[src/rtl/pp_gate_seq_pkg.sv]
package pp_gate_seq_pkg;
  typedef enum logic {
    PH_CHG = 1'b0,
    PH_DIS = 1'b1
  } phase_e;
endpackage

[src/rtl/pp_period_ctr.sv]
module pp_period_ctr
  import pp_gate_seq_pkg::*;
#(
  parameter int CNT_W = 8,
  parameter int SS_W  = 3
) (
  input  logic             clk_i,
  input  logic             rst_ni,
  input  logic             en_i,
  input  logic [SS_W-1:0]  ss_lvl_i,
  input  logic [CNT_W-1:0] chg_len_i,
  input  logic [CNT_W-1:0] dis_len_i,
  output logic             run_o,
  output phase_e           phase_o,
  output logic [CNT_W-1:0] cnt_o,
  output logic [CNT_W-1:0] dly_o,
  output logic             ss_on_o,
  output logic             wrap_o,
  output logic             pend_o
);
  localparam int PW = CNT_W + SS_W;
  localparam logic [SS_W-1:0] SS_MAX = {SS_W{1'b1}};

  logic             run_q, pend_q;
  phase_e           phase_q;
  logic [CNT_W-1:0] cnt_q, chg_q, dis_q, dly_q;
  logic [SS_W-1:0]  ss_q;

  logic [CNT_W-1:0] chg_eff, dis_eff, dly_nxt;
  logic [PW-1:0]    prod;
  logic             chg_last, dis_last;

  // zero lengths clamp to one clock
  assign chg_eff = (chg_len_i == '0) ? CNT_W'(1) : chg_len_i;
  assign dis_eff = (dis_len_i == '0) ? CNT_W'(1) : dis_len_i;
  // leading-edge delay: ((max - lvl) * chg) / 2^SS_W
  assign prod    = {{SS_W{1'b0}}, chg_eff} * {{CNT_W{1'b0}}, SS_MAX - ss_lvl_i};
  assign dly_nxt = CNT_W'(prod >> SS_W);

  assign chg_last = (cnt_q == chg_q - 1'b1);
  assign dis_last = (cnt_q == dis_q - 1'b1);

  always_ff @(posedge clk_i or negedge rst_ni) begin
    if (!rst_ni) begin
      run_q   <= 1'b0;
      pend_q  <= 1'b0;
      phase_q <= PH_CHG;
      cnt_q   <= '0;
      chg_q   <= CNT_W'(1);
      dis_q   <= CNT_W'(1);
      dly_q   <= '0;
      ss_q    <= '0;
    end else begin
      pend_q <= 1'b0;
      if (!en_i) begin
        run_q   <= 1'b0;
        phase_q <= PH_CHG;
        cnt_q   <= '0;
      end else if (!run_q || (phase_q == PH_DIS && dis_last)) begin
        run_q   <= 1'b1;
        pend_q  <= run_q;
        phase_q <= PH_CHG;
        cnt_q   <= '0;
        chg_q   <= chg_eff;
        dis_q   <= dis_eff;
        dly_q   <= dly_nxt;
        ss_q    <= ss_lvl_i;
      end else if (phase_q == PH_CHG && chg_last) begin
        phase_q <= PH_DIS;
        cnt_q   <= '0;
      end else begin
        cnt_q <= cnt_q + 1'b1;
      end
    end
  end

  assign run_o   = run_q;
  assign phase_o = phase_q;
  assign cnt_o   = cnt_q;
  assign dly_o   = dly_q;
  assign ss_on_o = (ss_q != '0);
  assign wrap_o  = run_q && (phase_q == PH_DIS) && dis_last;
  assign pend_o  = pend_q;
endmodule

[src/rtl/pp_steer.sv]
module pp_steer
  import pp_gate_seq_pkg::*;
#(
  parameter int CNT_W = 8
) (
  input  logic             clk_i,
  input  logic             rst_ni,
  input  logic             run_i,
  input  phase_e           phase_i,
  input  logic [CNT_W-1:0] cnt_i,
  input  logic [CNT_W-1:0] dly_i,
  input  logic             ss_on_i,
  input  logic             wrap_i,
  input  logic             oc_i,
  output logic             gate_a_o,
  output logic             gate_b_o
);
  logic sel_q, on;

  // toggle: 0 selects A; back to A while stopped
  always_ff @(posedge clk_i or negedge rst_ni) begin
    if (!rst_ni)      sel_q <= 1'b0;
    else if (!run_i)  sel_q <= 1'b0;
    else if (wrap_i)  sel_q <= ~sel_q;
  end

  // oc_i blanks combinationally
  assign on = run_i && (phase_i == PH_CHG) && ss_on_i && (cnt_i >= dly_i) && !oc_i;

  assign gate_a_o = on && !sel_q;
  assign gate_b_o = on &&  sel_q;
endmodule

[src/rtl/pp_gate_seq.sv]
module pp_gate_seq
  import pp_gate_seq_pkg::*;
#(
  parameter int CNT_W = 8,
  parameter int SS_W  = 3
) (
  input  logic             clk_i,
  input  logic             rst_ni,
  input  logic             en_i,
  input  logic             oc_i,
  input  logic [SS_W-1:0]  ss_lvl_i,
  input  logic [CNT_W-1:0] chg_len_i,
  input  logic [CNT_W-1:0] dis_len_i,
  output logic             gate_a_o,
  output logic             gate_b_o,
  output logic             sync_o,
  output logic             period_end_o
);
  logic             run, ss_on, wrap;
  phase_e           phase;
  logic [CNT_W-1:0] cnt, dly;

  pp_period_ctr #(.CNT_W(CNT_W), .SS_W(SS_W)) u_ctr (
    .clk_i     (clk_i),
    .rst_ni    (rst_ni),
    .en_i      (en_i),
    .ss_lvl_i  (ss_lvl_i),
    .chg_len_i (chg_len_i),
    .dis_len_i (dis_len_i),
    .run_o     (run),
    .phase_o   (phase),
    .cnt_o     (cnt),
    .dly_o     (dly),
    .ss_on_o   (ss_on),
    .wrap_o    (wrap),
    .pend_o    (period_end_o)
  );

  pp_steer #(.CNT_W(CNT_W)) u_steer (
    .clk_i    (clk_i),
    .rst_ni   (rst_ni),
    .run_i    (run),
    .phase_i  (phase),
    .cnt_i    (cnt),
    .dly_i    (dly),
    .ss_on_i  (ss_on),
    .wrap_i   (wrap),
    .oc_i     (oc_i),
    .gate_a_o (gate_a_o),
    .gate_b_o (gate_b_o)
  );

  assign sync_o = run && (phase == PH_DIS);
endmodule

[config.mk]
export PLATFORM = sky130hd
export DESIGN_NAME = pp_gate_seq
export DESIGN_NICKNAME = d
export VERILOG_FILES = /design/src/rtl/pp_gate_seq_pkg.sv /design/src/rtl/pp_period_ctr.sv /design/src/rtl/pp_steer.sv /design/src/rtl/pp_gate_seq.sv
export SDC_FILE = /design/constraint.sdc
export NUM_CORES = 1
export LEC_CHECK = 0
export BUFFER_PORTS_ARGS = -buffer_cell sky130_fd_sc_hd__buf_2
export CORE_MARGIN = 5
export CORE_UTILIZATION = 63
export DETAILED_ROUTE_END_ITERATION = 10
export PLACE_DENSITY = 0.83
export SLEW_MARGIN = 20
export SYNTH_ARGS = -nofsm -noshare
export SYNTH_HDL_FRONTEND = slang
export SYNTH_HIERARCHICAL = 1
export SYNTH_SLANG_ARGS = --single-unit
[constraint.sdc]
create_clock -name clk_i -period 3.55 [get_ports clk_i]
set_input_delay 0.355 -clock clk_i [delete_from_list [all_inputs] [get_ports clk_i]]
set_output_delay 0.355 -clock clk_i [all_outputs]
set_load 0.02 [all_outputs]
-- Word-level counts from Yosys, hierarchy flattened
Index checks and enable logic that the tools add are counted.
- register bits after elaboration: 39
- output and inout port bits: 4
- input port bits: 23
- logic and storage cells: 54
- multiplexer cells: 14
- eq/ne operators: 5
- $add $sub $neg: 4
- $lt $le $gt $ge: 1
- reductions and logical operators: 18
- $mul: 1
- bitwise gates (word level): 2
- operators by type and width (cell ; number):
    8-bit 2-to-1 mux ; 5
    8-bit equality test ; 2
    8-bit zero test ; 2
    8-bit by 1-bit subtractor with 8-bit output, second input constant ; 2
    8-bit by 3-bit multiplier with 11-bit output ; 1
    1-bit logical AND ; 10
    1-bit 2-to-1 mux ; 9
    8-bit by 1-bit adder with 8-bit output, second input constant ; 1
    8-bit greater-or-equal comparator ; 1
    2-bit by 1-bit != test with 1-bit output, second input constant ; 2
    1-bit zero test ; 3
    3-bit by 1-bit != test with 1-bit output, second input constant ; 1
    3-bit nonzero test ; 1
    3-bit subtractor, first input constant ; 1
    1-bit NOT ; 2
    2-bit AND reduction ; 1
    1-bit logical OR ; 1

-- Longest topological paths before layout
- depth in word-level cells: 6
- gate-level depth with buffers: 13
- mapped depth without buffers: 13

-- Cells and area by module
Netlist, hierarchy kept.
- modules (own cells, without submodules) (module ; area each (um^2) ; sequential area each (um^2) ; times used ; cells each):
    pp_period_ctr ; 2730.1 ; 953.4 ; 1 ; 256
    pp_steer ; 272.8 ; 25.0 ; 1 ; 34
    pp_gate_seq ; 6.3 ; 0.0 ; 1 ; 1

-- Worst setup path before layout
Ideal clock, no wire load.
- kind: input to register
- start: in chg_len_i[2]
- end: reg u_ctr.dly_q[5] (netlist: u_ctr/dly_o[5])
- stages on the path: 13
- data arrival time: 2.953 ns
- setup time: 0.125 ns
- setup slack: 0.472 ns
- path through: nor3_1 > a21oi_1 > nor2_1 > fa_1 > nor4bb_1 > nand2b_1 > fa_1 > nor2b_1 > o21ai_0 > a21boi_0 > o31ai_1 > a21boi_0 > mux2_2
- longest elaborated chain between the ends: 3
- ends and longest elaborated chain (element ; line ; text):
    from (decl) ; pp_gate_seq.sv:12 ; input logic [CNT_W-1:0] chg_len_i,
    8-bit zero test ; pp_period_ctr.sv:34 ; assign chg_eff = (chg_len_i == '0) ? CNT_W'(1) : chg_len_i;
    8-bit 2-to-1 mux * ; pp_period_ctr.sv:34 ;
    8-bit by 3-bit multiplier with 11-bit output * ; pp_period_ctr.sv:37 ; assign prod = {{SS_W{1'b0}}, chg_eff} * {{CNT_W{1'b0}}, SS_MAX - ss_lvl_i};
    to (signal assigned) ; pp_period_ctr.sv:66 ; dly_q <= dly_nxt;
    to (decl) ; pp_period_ctr.sv:26 ; logic [CNT_W-1:0] cnt_q, chg_q, dis_q, dly_q;
Mark *: on every way between the ends. The rest lies on a longest branch, timed or not.
A chain may end at the register's enable or synchronous reset.

-- Worst setup path in the final report
- start: in chg_len_i[3]
- end: reg u_ctr.dly_q[5] (netlist: u_ctr/dly_o[5])
Same word-level chain as after synthesis.

==> metrics.txt <==
Net Count, Synth=340; Syn Area/Cell=10.3 sq um; GP Congestion=0.923; type of the worst min-delay path=in2async; wire per inst=15.9 um; Final Hold Fails=0; Yosys reg bits=39; fin util=70.3%; Routed Wire Length=5950 um; DRT Pass-1 Iters=4; core box area=0.00469 sq mm; Worst setup SP type=primary input; Synth cell types=53; global-route wire length before repair=10200 um; Required @ worst endpoint=3730 ps; H-tree Lvls=2; initial DRC count=90; crit path DAT=3340 ps; area fraction of the dominant cell type after synthesis=30.8%; synthesized area=0.00301 sq mm; Worst-path clk slew=80 ps; Detail Route Antenna Nets=0; antenna cells=0; detailed-route via count=2183; Crit. End Element=flip-flop; Async SR Flop Fraction=100%; I/O Pins=27; layout net count=369; CP Max Fanout=5; insertion delay to the later sink of the worst-skew pair=300 ps; # setup viols final=0; post-synthesis sequential area ratio=32.5%; number of max-cap violations=0; P_leak=1.54 nW; most common cell after layout, fill and taps aside=dfrtp_1; skew final=8.89 ps; CTS Root Cell=clkbuf_8; post-CTS setup buffer count=0; share of layout cells above drive strength 1=21.8%; grt ovf=0; Post-synth EDFFs=0; Post-DP HPWL=4560 um; GRT Total Usage=21.1%; DP Cell Count=367; Non-Filler Instances=375; largest net degree at the start of global routing=40; Top FF cell, synth=dfrtp_1; cell area power density=424 mW/mm^2; most frequent cells in the layout=37 x dfrtp_1, 26 x buf_2, 26 x inv_1, 26 x nor2_1, 23 x xnor2_1; crit share post-route=89.1%; fmax=316 MHz; yosys warns=6; CTS tree=built; PortBufs=26; Worst Max-Slew Pin Slew=863 ps; hold-fix buffers at CTS=0; Worst VDD drop=0.208 mV; FF-to-FF setup slack=570 ps; multi-input logic area=0.00187 sq mm; Num Clock Sinks=39; Initial Utilization=64.1%; FF-to-FF path depth=9; Area Growth Syn to Fin=9.69%; deepest clock path buffer count=2; status=finished, final reports clean; initial antenna violation count=0; Final Max Tran Viols=0; fill cell count=334; die area=0.00626 sq mm; cts bufs inserted=5; Setup Total Neg Slack=0 ps; Worst R2R End=u_ctr/dly_o[5]; Synth Instances=291; RSZ-0062 raised after global routing=no; CP Class=in2reg; Synth area leaders=dfrtp_1 31%, mux2_4 8.5%, ha_1 7.9%; Die Y=79.1 um; FF-to-FF Start=u_ctr/dis_q[0]; via count of the first global-routing pass=2164; Placement Rows=25; cell taking the most area after synthesis=dfrtp_1; DRC violations left=0; worst hold slack=169 ps; FF/Latch Area=978 sq um; Die W=79.1 um; vias per inst=5.82; Resized cells post-CTS=0; post-route minimum period=3160 ps; Slew HR=42.5%
==> worst max-delay path by stage <==
stage / start / to / slack (ps) / cells past startpoint
floorplan: chg_len_i[2] / u_ctr/dly_o[5] / 470 / 13
global placement: chg_len_i[3] / u_ctr/dly_o[5] / 230 / 14
detailed placement: chg_len_i[3] / u_ctr/dly_o[5] / 140 / 14
CTS: chg_len_i[3] / u_ctr/dly_o[5] / 450 / 14
global route: chg_len_i[7] / u_ctr/dly_o[5] / 240 / 14
finish: chg_len_i[3] / u_ctr/dly_o[5] / 390 / 14
==> where the power goes <==
group	switching, mW	total [mW]	leakage [nW]	internal, mW
combinational	0.178	0.393	0.988	0.215
clock	0.155	0.436	0.0654	0.281
sequential	0.0626	0.571	0.483	0.508
==> layout make-up <==
| class | count | share of cell area (%) |
|---|---|---|
| inverters | 26 | 2.96 |
| well taps | 54 | 2.05 |
| clock inverters | 2 | 1.82 |
| multi-input cells | 219 | 56.7 |
| clock buffers | 6 | 2.20 |
| repair buffers | 29 | 4.62 |
| flip-flops and latches | 39 | 29.6 |
==> per-layer routing <==
metal | global-route usage, % | part of all wire (%) | vias to the layer above
met3 | 2.95 | 3.8 | 9
met2 | 35.7 | 49 | 46
li1 | - | - | 1057
met1 | 27.1 | 45 | 1071
met4 | 8.93 | 2.1 | 0
met5 | 0 | 0 | -
==> worst max-delay path, stage by stage <==
cell	delay (ps)
buf_2	130
nor3_1	70
a21oi_1	180
nor2_1	80
fa_1	540
nor4bb_1	400
nand2b_1	130
fa_1	410
nor2b_1	120
o21ai_0	100
a21boi_0	310
o31ai_1	120
a21boi_0	130
mux2_2	270
==> per-stage QoR <==
step	instance area (sq um)	setup slack (ps)	power [mW]
finish	3300	388	1.40
global route	3300	244	1.49
CTS	3300	448	1.41
detailed placement	3170	143	0.971
global placement	3170	229	0.952
floorplan	3010	472	0.873
==> synth_stat cells (all sizes together) (2+ instances only) <==
library cell and instances:
a21boi 5, a21o 2, a21oi 7, and2 3, and3 2, buf 5
clkbuf 2, dfrtp 37, dfstp 2, fa 7, ha 19, inv 26
mux2 24, mux2i 4, nand2 9, nand2b 16, nand3 6, nand3b 2
nand4 3, nor2 26, nor2b 10, nor3 5, nor4 6, nor4bb 2
o2111ai 3, o21a 2, o21ai 7, or3 2, xnor2 23, xor2 9
==> registers in the layout (all words and copies together), names as in the netlist <==
signal         cells
u_ctr/chg_q        8
u_ctr/cnt_o        8
u_ctr/dis_q        8
u_ctr/dly_o        8
u_ctr/ss_q         3
u_ctr/pend_o       1
u_ctr/phase_o      1
u_ctr/run_o        1
u_steer/sel_q      1
==> kinds of logic after synthesis <==
logic type	after synthesis	synth area share, %
compound gates	34	8.36
xor+xnor	33	10.1
buf+inv	33	5.53
flops	39	32.5
simple gates	98	18.5
mux	28	12.4
fa+ha+maj	26	12.6
Note: power is estimated with default switching activity, not from simulation.
